`src/rtl/dfir_pkg.sv`:
```
package dfir_pkg;
  typedef enum logic {
    DEC_LO_SEL = 1'b0,
    DEC_HI_SEL = 1'b1
  } dec_mode_e;
endpackage

```
`src/rtl/dfir_sdp_ram.sv`:
```
// Simple dual-port memory with registered read, written for block RAM inference.
module dfir_sdp_ram #(
  parameter int W     = 16,
  parameter int DEPTH = 11,
  parameter int AW    = 4
) (
  input  logic          clk,
  input  logic          rst,
  input  logic          wr_en,
  input  logic [AW-1:0] wr_addr,
  input  logic [W-1:0]  wr_data,
  input  logic          rd_en,
  input  logic [AW-1:0] rd_addr,
  output logic [W-1:0]  rd_data
);
  logic [W-1:0] mem [DEPTH];

  always_ff @(posedge clk) begin
    if (wr_en) mem[wr_addr] <= wr_data;
  end

  always_ff @(posedge clk) begin
    if (rd_en) rd_data <= mem[rd_addr];
  end

  // A write must never land while a pass is still reading this memory.
  assert_no_rw_clash_R6: assert property (@(posedge clk) disable iff (rst)
    !(wr_en && rd_en));
endmodule

```
`src/rtl/dfir_coef_hold.sv`:
```
// Routes coefficient writes; while the MAC pass is active, parks one write.
module dfir_coef_hold #(
  parameter int AW = 4,
  parameter int CW = 24
) (
  input  logic          clk,
  input  logic          rst,
  input  logic          busy,
  input  logic          req_we,
  input  logic [AW-1:0] req_addr,
  input  logic [CW-1:0] req_data,
  output logic          mem_we,
  output logic [AW-1:0] mem_addr,
  output logic [CW-1:0] mem_data
);
  logic          pend_v;
  logic [AW-1:0] pend_a;
  logic [CW-1:0] pend_d;

  always_comb begin
    mem_we   = !busy && (pend_v || req_we);
    mem_addr = pend_v ? pend_a : req_addr;
    mem_data = pend_v ? pend_d : req_data;
  end

  always_ff @(posedge clk) begin
    if (rst) begin
      pend_v <= 1'b0;
      pend_a <= '0;
      pend_d <= '0;
    end else if (req_we && (busy || pend_v)) begin
      pend_v <= 1'b1;
      pend_a <= req_addr;
      pend_d <= req_data;
    end else if (!busy && pend_v) begin
      pend_v <= 1'b0;
    end
  end

  // A parked write drains in the first idle cycle.
  assert_hold_drain_R8: assert property (@(posedge clk) disable iff (rst)
    (pend_v && !busy && !req_we) |=> !pend_v);
endmodule

```
`src/rtl/dfir_mac.sv`:
```
// Shared multiply-accumulate with round-half-up and saturation.
module dfir_mac #(
  parameter int DW   = 16,
  parameter int CW   = 24,
  parameter int OW   = 16,
  parameter int FRAC = 23,
  parameter int ACCW = 44
) (
  input  logic                 clk,
  input  logic                 rst,
  input  logic                 in_v,
  input  logic                 in_first,
  input  logic                 in_last,
  input  logic signed [DW-1:0] samp,
  input  logic signed [CW-1:0] coef,
  output logic                 out_valid,
  output logic signed [OW-1:0] out_data
);
  localparam int PW = DW + CW;
  localparam logic signed [ACCW:0] HALF = (ACCW+1)'(1) <<< (FRAC-1);
  localparam logic signed [ACCW:0] OMAX = ((ACCW+1)'(1) <<< (OW-1)) - 1;
  localparam logic signed [ACCW:0] OMIN = -((ACCW+1)'(1) <<< (OW-1));

  logic                   v2, first2, last2, last3;
  logic signed [PW-1:0]   prod;
  logic signed [ACCW-1:0] acc;
  logic signed [ACCW-1:0] prod_ext;
  logic signed [ACCW:0]   rnd;
  logic signed [ACCW:0]   shifted;
  logic signed [OW-1:0]   sat_val;

  always_comb begin
    prod_ext = $signed({{(ACCW-PW){prod[PW-1]}}, prod});
    rnd      = $signed({acc[ACCW-1], acc}) + HALF;
    shifted  = rnd >>> FRAC;
    if (shifted > OMAX)      sat_val = OMAX[OW-1:0];
    else if (shifted < OMIN) sat_val = OMIN[OW-1:0];
    else                     sat_val = shifted[OW-1:0];
  end

  always_ff @(posedge clk) begin
    if (rst) begin
      v2        <= 1'b0;
      first2    <= 1'b0;
      last2     <= 1'b0;
      prod      <= '0;
      acc       <= '0;
      last3     <= 1'b0;
      out_valid <= 1'b0;
      out_data  <= '0;
    end else begin
      v2     <= in_v;
      first2 <= in_v && in_first;
      last2  <= in_v && in_last;
      if (in_v) prod <= samp * coef;
      if (v2) acc <= first2 ? prod_ext : acc + prod_ext;
      last3     <= v2 && last2;
      out_valid <= last3;
      if (last3) out_data <= sat_val;
    end
  end

  // Output strobe is a single-cycle pulse.
  assert_pulse_R9: assert property (@(posedge clk) disable iff (rst)
    out_valid |=> !out_valid);
endmodule

```
`src/rtl/dfir_decim.sv`:
```
module dfir_decim #(
  parameter int TAPS   = 11,
  parameter int DW     = 16,
  parameter int CW     = 24,
  parameter int OW     = 16,
  parameter int FRAC   = 23,
  parameter int DEC_LO = 2,
  parameter int DEC_HI = 4
) (
  input  logic                        clk,
  input  logic                        rst,
  input  logic                        dec_sel,
  input  logic                        in_valid,
  input  logic signed [DW-1:0]        in_data,
  output logic                        in_ready,
  input  logic                        cf_we,
  input  logic [$clog2(TAPS)-1:0]     cf_addr,
  input  logic signed [CW-1:0]        cf_data,
  output logic                        out_valid,
  output logic signed [OW-1:0]        out_data
);
  import dfir_pkg::*;

  localparam int TAW  = $clog2(TAPS);
  localparam int FW   = $clog2(TAPS + 1);
  localparam int PHW  = (DEC_HI > 2) ? $clog2(DEC_HI) : 1;
  localparam int ACCW = DW + CW + $clog2(TAPS);
  localparam logic [TAW-1:0] LAST_TAP = TAW'(TAPS - 1);

  logic           run;
  logic [TAW-1:0] k, base, wptr;
  logic [FW-1:0]  fill;
  logic [PHW-1:0] phase, dec_last;
  logic           accept, trigger;
  logic [TAW:0]   rd_lin, rd_wrap;
  logic [TAW-1:0] rd_addr;
  logic           v1, first1, last1, mask1;
  logic [DW-1:0]  samp_rd;
  logic [CW-1:0]  coef_rd;
  logic           cm_we;
  logic [TAW-1:0] cm_addr;
  logic [CW-1:0]  cm_data;
  logic signed [DW-1:0] samp_mac;

  always_comb begin
    in_ready = !run;
    accept   = in_valid && !run;
    dec_last = (dec_mode_e'(dec_sel) == DEC_HI_SEL) ? PHW'(DEC_HI - 1) : PHW'(DEC_LO - 1);
    trigger  = accept && (phase >= dec_last);
    rd_lin   = {1'b0, base} - {1'b0, k};
    rd_wrap  = {1'b0, base} + (TAW+1)'(TAPS) - {1'b0, k};
    rd_addr  = (base >= k) ? rd_lin[TAW-1:0] : rd_wrap[TAW-1:0];
    samp_mac = mask1 ? '0 : $signed(samp_rd);
  end

  // Sequencer: history write pointer, fill level, phase and pass counter.
  always_ff @(posedge clk) begin
    if (rst) begin
      wptr  <= '0;
      fill  <= '0;
      phase <= '0;
      run   <= 1'b0;
      k     <= '0;
      base  <= '0;
    end else if (accept) begin
      wptr <= (wptr == LAST_TAP) ? '0 : wptr + 1'b1;
      if (int'(fill) < TAPS) fill <= fill + 1'b1;
      if (trigger) begin
        phase <= '0;
        run   <= 1'b1;
        k     <= '0;
        base  <= wptr;
      end else begin
        phase <= phase + 1'b1;
      end
    end else if (run) begin
      k <= k + 1'b1;
      if (k == LAST_TAP) run <= 1'b0;
    end
  end

  // Read-issue stage flags, aligned with the registered memory outputs.
  always_ff @(posedge clk) begin
    if (rst) begin
      v1     <= 1'b0;
      first1 <= 1'b0;
      last1  <= 1'b0;
      mask1  <= 1'b0;
    end else begin
      v1     <= run;
      first1 <= run && (k == '0);
      last1  <= run && (k == LAST_TAP);
      mask1  <= int'(k) >= int'(fill);
    end
  end

  dfir_sdp_ram #(.W(DW), .DEPTH(TAPS), .AW(TAW)) u_hist (
    .clk     (clk),
    .rst     (rst),
    .wr_en   (accept),
    .wr_addr (wptr),
    .wr_data (in_data),
    .rd_en   (run),
    .rd_addr (rd_addr),
    .rd_data (samp_rd)
  );

  dfir_coef_hold #(.AW(TAW), .CW(CW)) u_hold (
    .clk      (clk),
    .rst      (rst),
    .busy     (run),
    .req_we   (cf_we),
    .req_addr (cf_addr),
    .req_data (cf_data),
    .mem_we   (cm_we),
    .mem_addr (cm_addr),
    .mem_data (cm_data)
  );

  dfir_sdp_ram #(.W(CW), .DEPTH(TAPS), .AW(TAW)) u_coef (
    .clk     (clk),
    .rst     (rst),
    .wr_en   (cm_we),
    .wr_addr (cm_addr),
    .wr_data (cm_data),
    .rd_en   (run),
    .rd_addr (k),
    .rd_data (coef_rd)
  );

  dfir_mac #(.DW(DW), .CW(CW), .OW(OW), .FRAC(FRAC), .ACCW(ACCW)) u_mac (
    .clk       (clk),
    .rst       (rst),
    .in_v      (v1),
    .in_first  (first1),
    .in_last   (last1),
    .samp      (samp_mac),
    .coef      ($signed(coef_rd)),
    .out_valid (out_valid),
    .out_data  (out_data)
  );

  // A pass only starts on an accepted input sample.
  assert_pass_start_R3: assert property (@(posedge clk) disable iff (rst)
    $rose(run) |-> $past(in_valid));
  // The result appears three edges after the read phase of a pass ends.
  assert_latency_R10: assert property (@(posedge clk) disable iff (rst)
    $fell(run) |-> ##3 out_valid);
endmodule

```
`config.mk`:
```
export PLATFORM = sky130hd
export DESIGN_NAME = dfir_decim
export DESIGN_NICKNAME = d
export VERILOG_FILES = /design/src/rtl/dfir_pkg.sv /design/src/rtl/dfir_sdp_ram.sv /design/src/rtl/dfir_coef_hold.sv /design/src/rtl/dfir_mac.sv /design/src/rtl/dfir_decim.sv
export SDC_FILE = /design/constraint.sdc
export NUM_CORES = 2
export LEC_CHECK = 0
export ABC_AREA = 1
export BUFFER_PORTS_ARGS = -buffer_cell sky130_fd_sc_hd__buf_2
export CAP_MARGIN = 30
export CORE_ASPECT_RATIO = 2
export CORE_UTILIZATION = 60
export CTS_CLUSTER_DIAMETER = 60
export DETAILED_ROUTE_END_ITERATION = 8
export PLACE_DENSITY = 0.76
export SKIP_CTS_REPAIR_TIMING = 1
export SLEW_MARGIN = 25
export SYNTH_ARGS = -nofsm -noshare
export SYNTH_HDL_FRONTEND = slang
export SYNTH_SLANG_ARGS = --single-unit
```
`constraint.sdc`:
```
create_clock -name clk -period 11.8 [get_ports clk]
set_input_delay 0 -clock clk [delete_from_list [all_inputs] [get_ports clk]]
set_output_delay 0 -clock clk [all_outputs]
set_load 0.05 [all_outputs]
```
==> impl_results.md <==
* Number of CTS-inserted buffers at 56
* Worst Hold Slack at 0.0220 ns
* Final number of max-transition violations at 0
* Placed cell count at 6,058
* Critical Path Source Type: flop
* Tightest Hold Check Type: input port to flop
* Number of nets with antenna violations after detailed routing at 0
* Synthesized cell area at 44,200 um2
* Number of violations of the max-capacitance limit at 0
* Floorplan Core Area at 72,900 um2
* Clock H-tree levels at 2
* Port Buffer Count at 66
* Placed cell areas at 45,300 um2
* Worst-path fanout max at 17
* Horizontal die dimension at 194 um
* Flop and latch count out of synthesis at 637
* Routed via count at 35,900
* Top library cells by usage in the layout, fill and taps aside: 1,218 x nand2_1, 987 x inv_1, 592 x nor2_1, 480 x edfxtp_1, 378 x fa_1
* Post-layout min period at 7.19 ns
* Final design area excluding fillers at 47,700 um2
* Initial cell density of the core at 0.607
* Clk slew on worst S/H paths at 0.07 ns
* Fin cells at 6,210
* Biggest area contributors in the synthesized netlist: edfxtp_1 33%, fa_1 17%, nand2_1 10%, inv_1 8.4%, dfxtp_1 7.1%
* Worst setup slack before clock tree synthesis at 4.67 ns
* Worst vdd rail ir drop at 0.455 mV
* Post-route fraction of the period consumed by the critical path at 0.610
* Final number of setup-violating endpoints at 0
* Area Growth Syn to Fin at 7.96%
* Net switching power at 8.07 mW
* DRT iter0 DRCs at 2,677
* Buffer depth of the longest clock path at 3
* Crit path max-delay family: adder cells
* Worst Slack Setup Final at 4.61 ns
* Overall fraction of global-route tracks in use at 0.373
* Sequential Power Share at 0.172
* Clk pwr share at 0.129
* Number of nets in the synthesized netlist at 5,793
* Count of flip-flops with a built-in enable after synthesis at 480
* Combinational share of power at 0.699
* Achievable frequency at 0.139 GHz
* Leading cell type in the layout, fill and taps excluded: nand2_1
* Clock network latency to the later pin of the worst-skew pair at 0.67 ns
* Leakage at 21.9 nW
* Layout cells sized above 1 at 0.0488
* Post-synthesis sequential area ratio at 0.397
* Share of the synthesized area in the top cell type at 0.326
* Sum of internal, switching and leakage power at 14.9 mW
* Top cell type by total area after synthesis: edfxtp_1
* Buffer and inverter count on the worst path at 9
* GRT Residual Overflow at 0
* Cell row count at 140
* Vias in the first global route at 36,300
* Worst reg-to-reg setup slack at 4.61 ns
* TritonCTS clock tree: yes
* Number of antenna violations at the first check in global routing at 3
* Mean cell area of the mapped netlist at 8.49 um2
* Total power per unit cell area at 311 nW/um2
* Slowest-stage cell, CP: fa_1
* Mean routed wirelength per cell at 22.4 um
* Wire length of the first global-routing pass at 207 mm
* Critical path type: flop to flop
* Routability cong. at 1.02
* DRC errors left at 0
* Critical path capture point type: flop
* Total number of yosys warnings at 0
* Chip Height at 386 um
* Final Hold Viols at 0
* Max stage delay on crit path at 0.61 ns
* Data arrival time of the critical path at 7.81 ns
* Die area at 74,900 um2
* Total iterations of the first detailed-routing run at 6
* Result of the run: complete, no violations
* Cell count after synthesis at 5,208
* Pin count of the biggest net entering global routing at 81
* Count of distinct cell types in the synthesized netlist at 51
* Slew @ Worst Pin at 0.945 ns
* HPWL Detailed at 99.5 mm
* Most used cell along the critical path: inv_1
* CTS Root Buffer Type: clkbuf_16
* Total length of routed wires at 139 mm
* Final core utilization at 0.655
* Worst Path Required at 12.41 ns
* Internal power summed over all cells at 6.80 mW
* Count of clock tree sinks at 637
* Top flip-flop cell by instance count after synthesis: edfxtp_1
* Unrepaired setup endpoints after global routing: no
* Final total negative setup slack at 0 ns
* Count of boundary I/O pins at 67
* Switching share of total power at 0.543
* Total Nets Final at 5,824
* Routed vias/inst at 5.77
* Worst max-slew margin expressed relative to the limit at 0.368
* Post-synth ARST share at 0
* Fin Clk Skew at 0.0769 ns
worst register-to-register path: stages (launching register included):
cell and delay (ns):
dfxtp_1 0.31, inv_2 0.21, nand2_1 0.50, inv_1 0.50, nand2_1 0.25, fa_1 0.59
inv_1 0.07, fa_1 0.61, inv_1 0.19, fa_1 0.56, fa_1 0.53, inv_1 0.06
fa_1 0.48, inv_1 0.06, fa_1 0.54, inv_1 0.05, ha_1 0.37, nand2_1 0.13
nor2_1 0.19, inv_1 0.09, nor3_1 0.33, nand4_1 0.20, nand3_1 0.13, nand2_1 0.05
nand3_1 0.08, nand2_1 0.05, inv_1 0.04
routing by layer:
metal	wire length [um]	GRT usage	share of wire
met1	44300	0.374	0.32
met2	71000	0.668	0.51
met3	9700	0.0616	0.070
met4	14100	0.331	0.10
met5	0	0	0
Yosys cell counts (49+ instances only):
| library cell | instances |
|---|---|
| nand2_1 | 1218 |
| inv_1 | 989 |
| nor2_1 | 605 |
| edfxtp_1 | 480 |
| fa_1 | 378 |
| nand3_1 | 287 |
| o21ai_0 | 266 |
| a21oi_1 | 203 |
| ha_1 | 158 |
| dfxtp_1 | 157 |
| clkbuf_1 | 147 |
| o22ai_1 | 49 |
sequential cells by signal, indices dropped and copies added, names as in the netlist, 16 cells and up:
signal and count:
u_coef.mem 264, u_hist.mem 176, u_mac.acc 44, u_mac.prod 40, u_coef.rd_data 24, u_hold.pend_d 24
u_hist.rd_data 16, u_mac.out_data 16
cells by family after synthesis:
group,synth area share
AOI/OAI and AO/OA,0.0765
xor gates and xnor gates,0.0111
adders and majority gates,0.216
buffers and inverters,0.102
DFF,0.397
muxes,0.000226
and+or+nand+nor,0.197
path summary, 6_finish.rpt:
path / endpoint / depth (start not counted) / from
worst min-delay path: u_hold.pend_d[11] / 6 / cf_we
worst min register to register: u_mac.last3 / 2 / u_mac.last2
worst max register to register: u_mac.prod[39] / 26 / mask1
worst max-delay path: u_mac.prod[39] / 26 / mask1
cell type report:
type / instances / area (um2)
fillers: 6037 / 25100
multi-input cells: 3384 / 22200
flip-flops and latches: 637 / 17600
inverters: 1003 / 3770
clock buffers: 67 / 1460
well taps: 923 / 1150
repair buffers: 157 / 1140
clock inverters: 37 / 465
diodes: 2 / 5.00
power groups by stage:
| stage | clock, mW | sequential [mW] | combinational (mW) |
|---|---|---|---|
| 2_1_floorplan | 0 | 2.56 | 6.75 |
| 3_3_place_gp | 0 | 2.59 | 10.0 |
| 3_5_place_dp | 0 | 2.60 | 10.1 |
| 4_1_cts | 1.94 | 2.55 | 10.1 |
| 5_1_grt | 2.01 | 2.55 | 11.5 |
| 6_report | 1.92 | 2.55 | 10.4 |
Note: power is estimated with default switching activity, not from simulation.
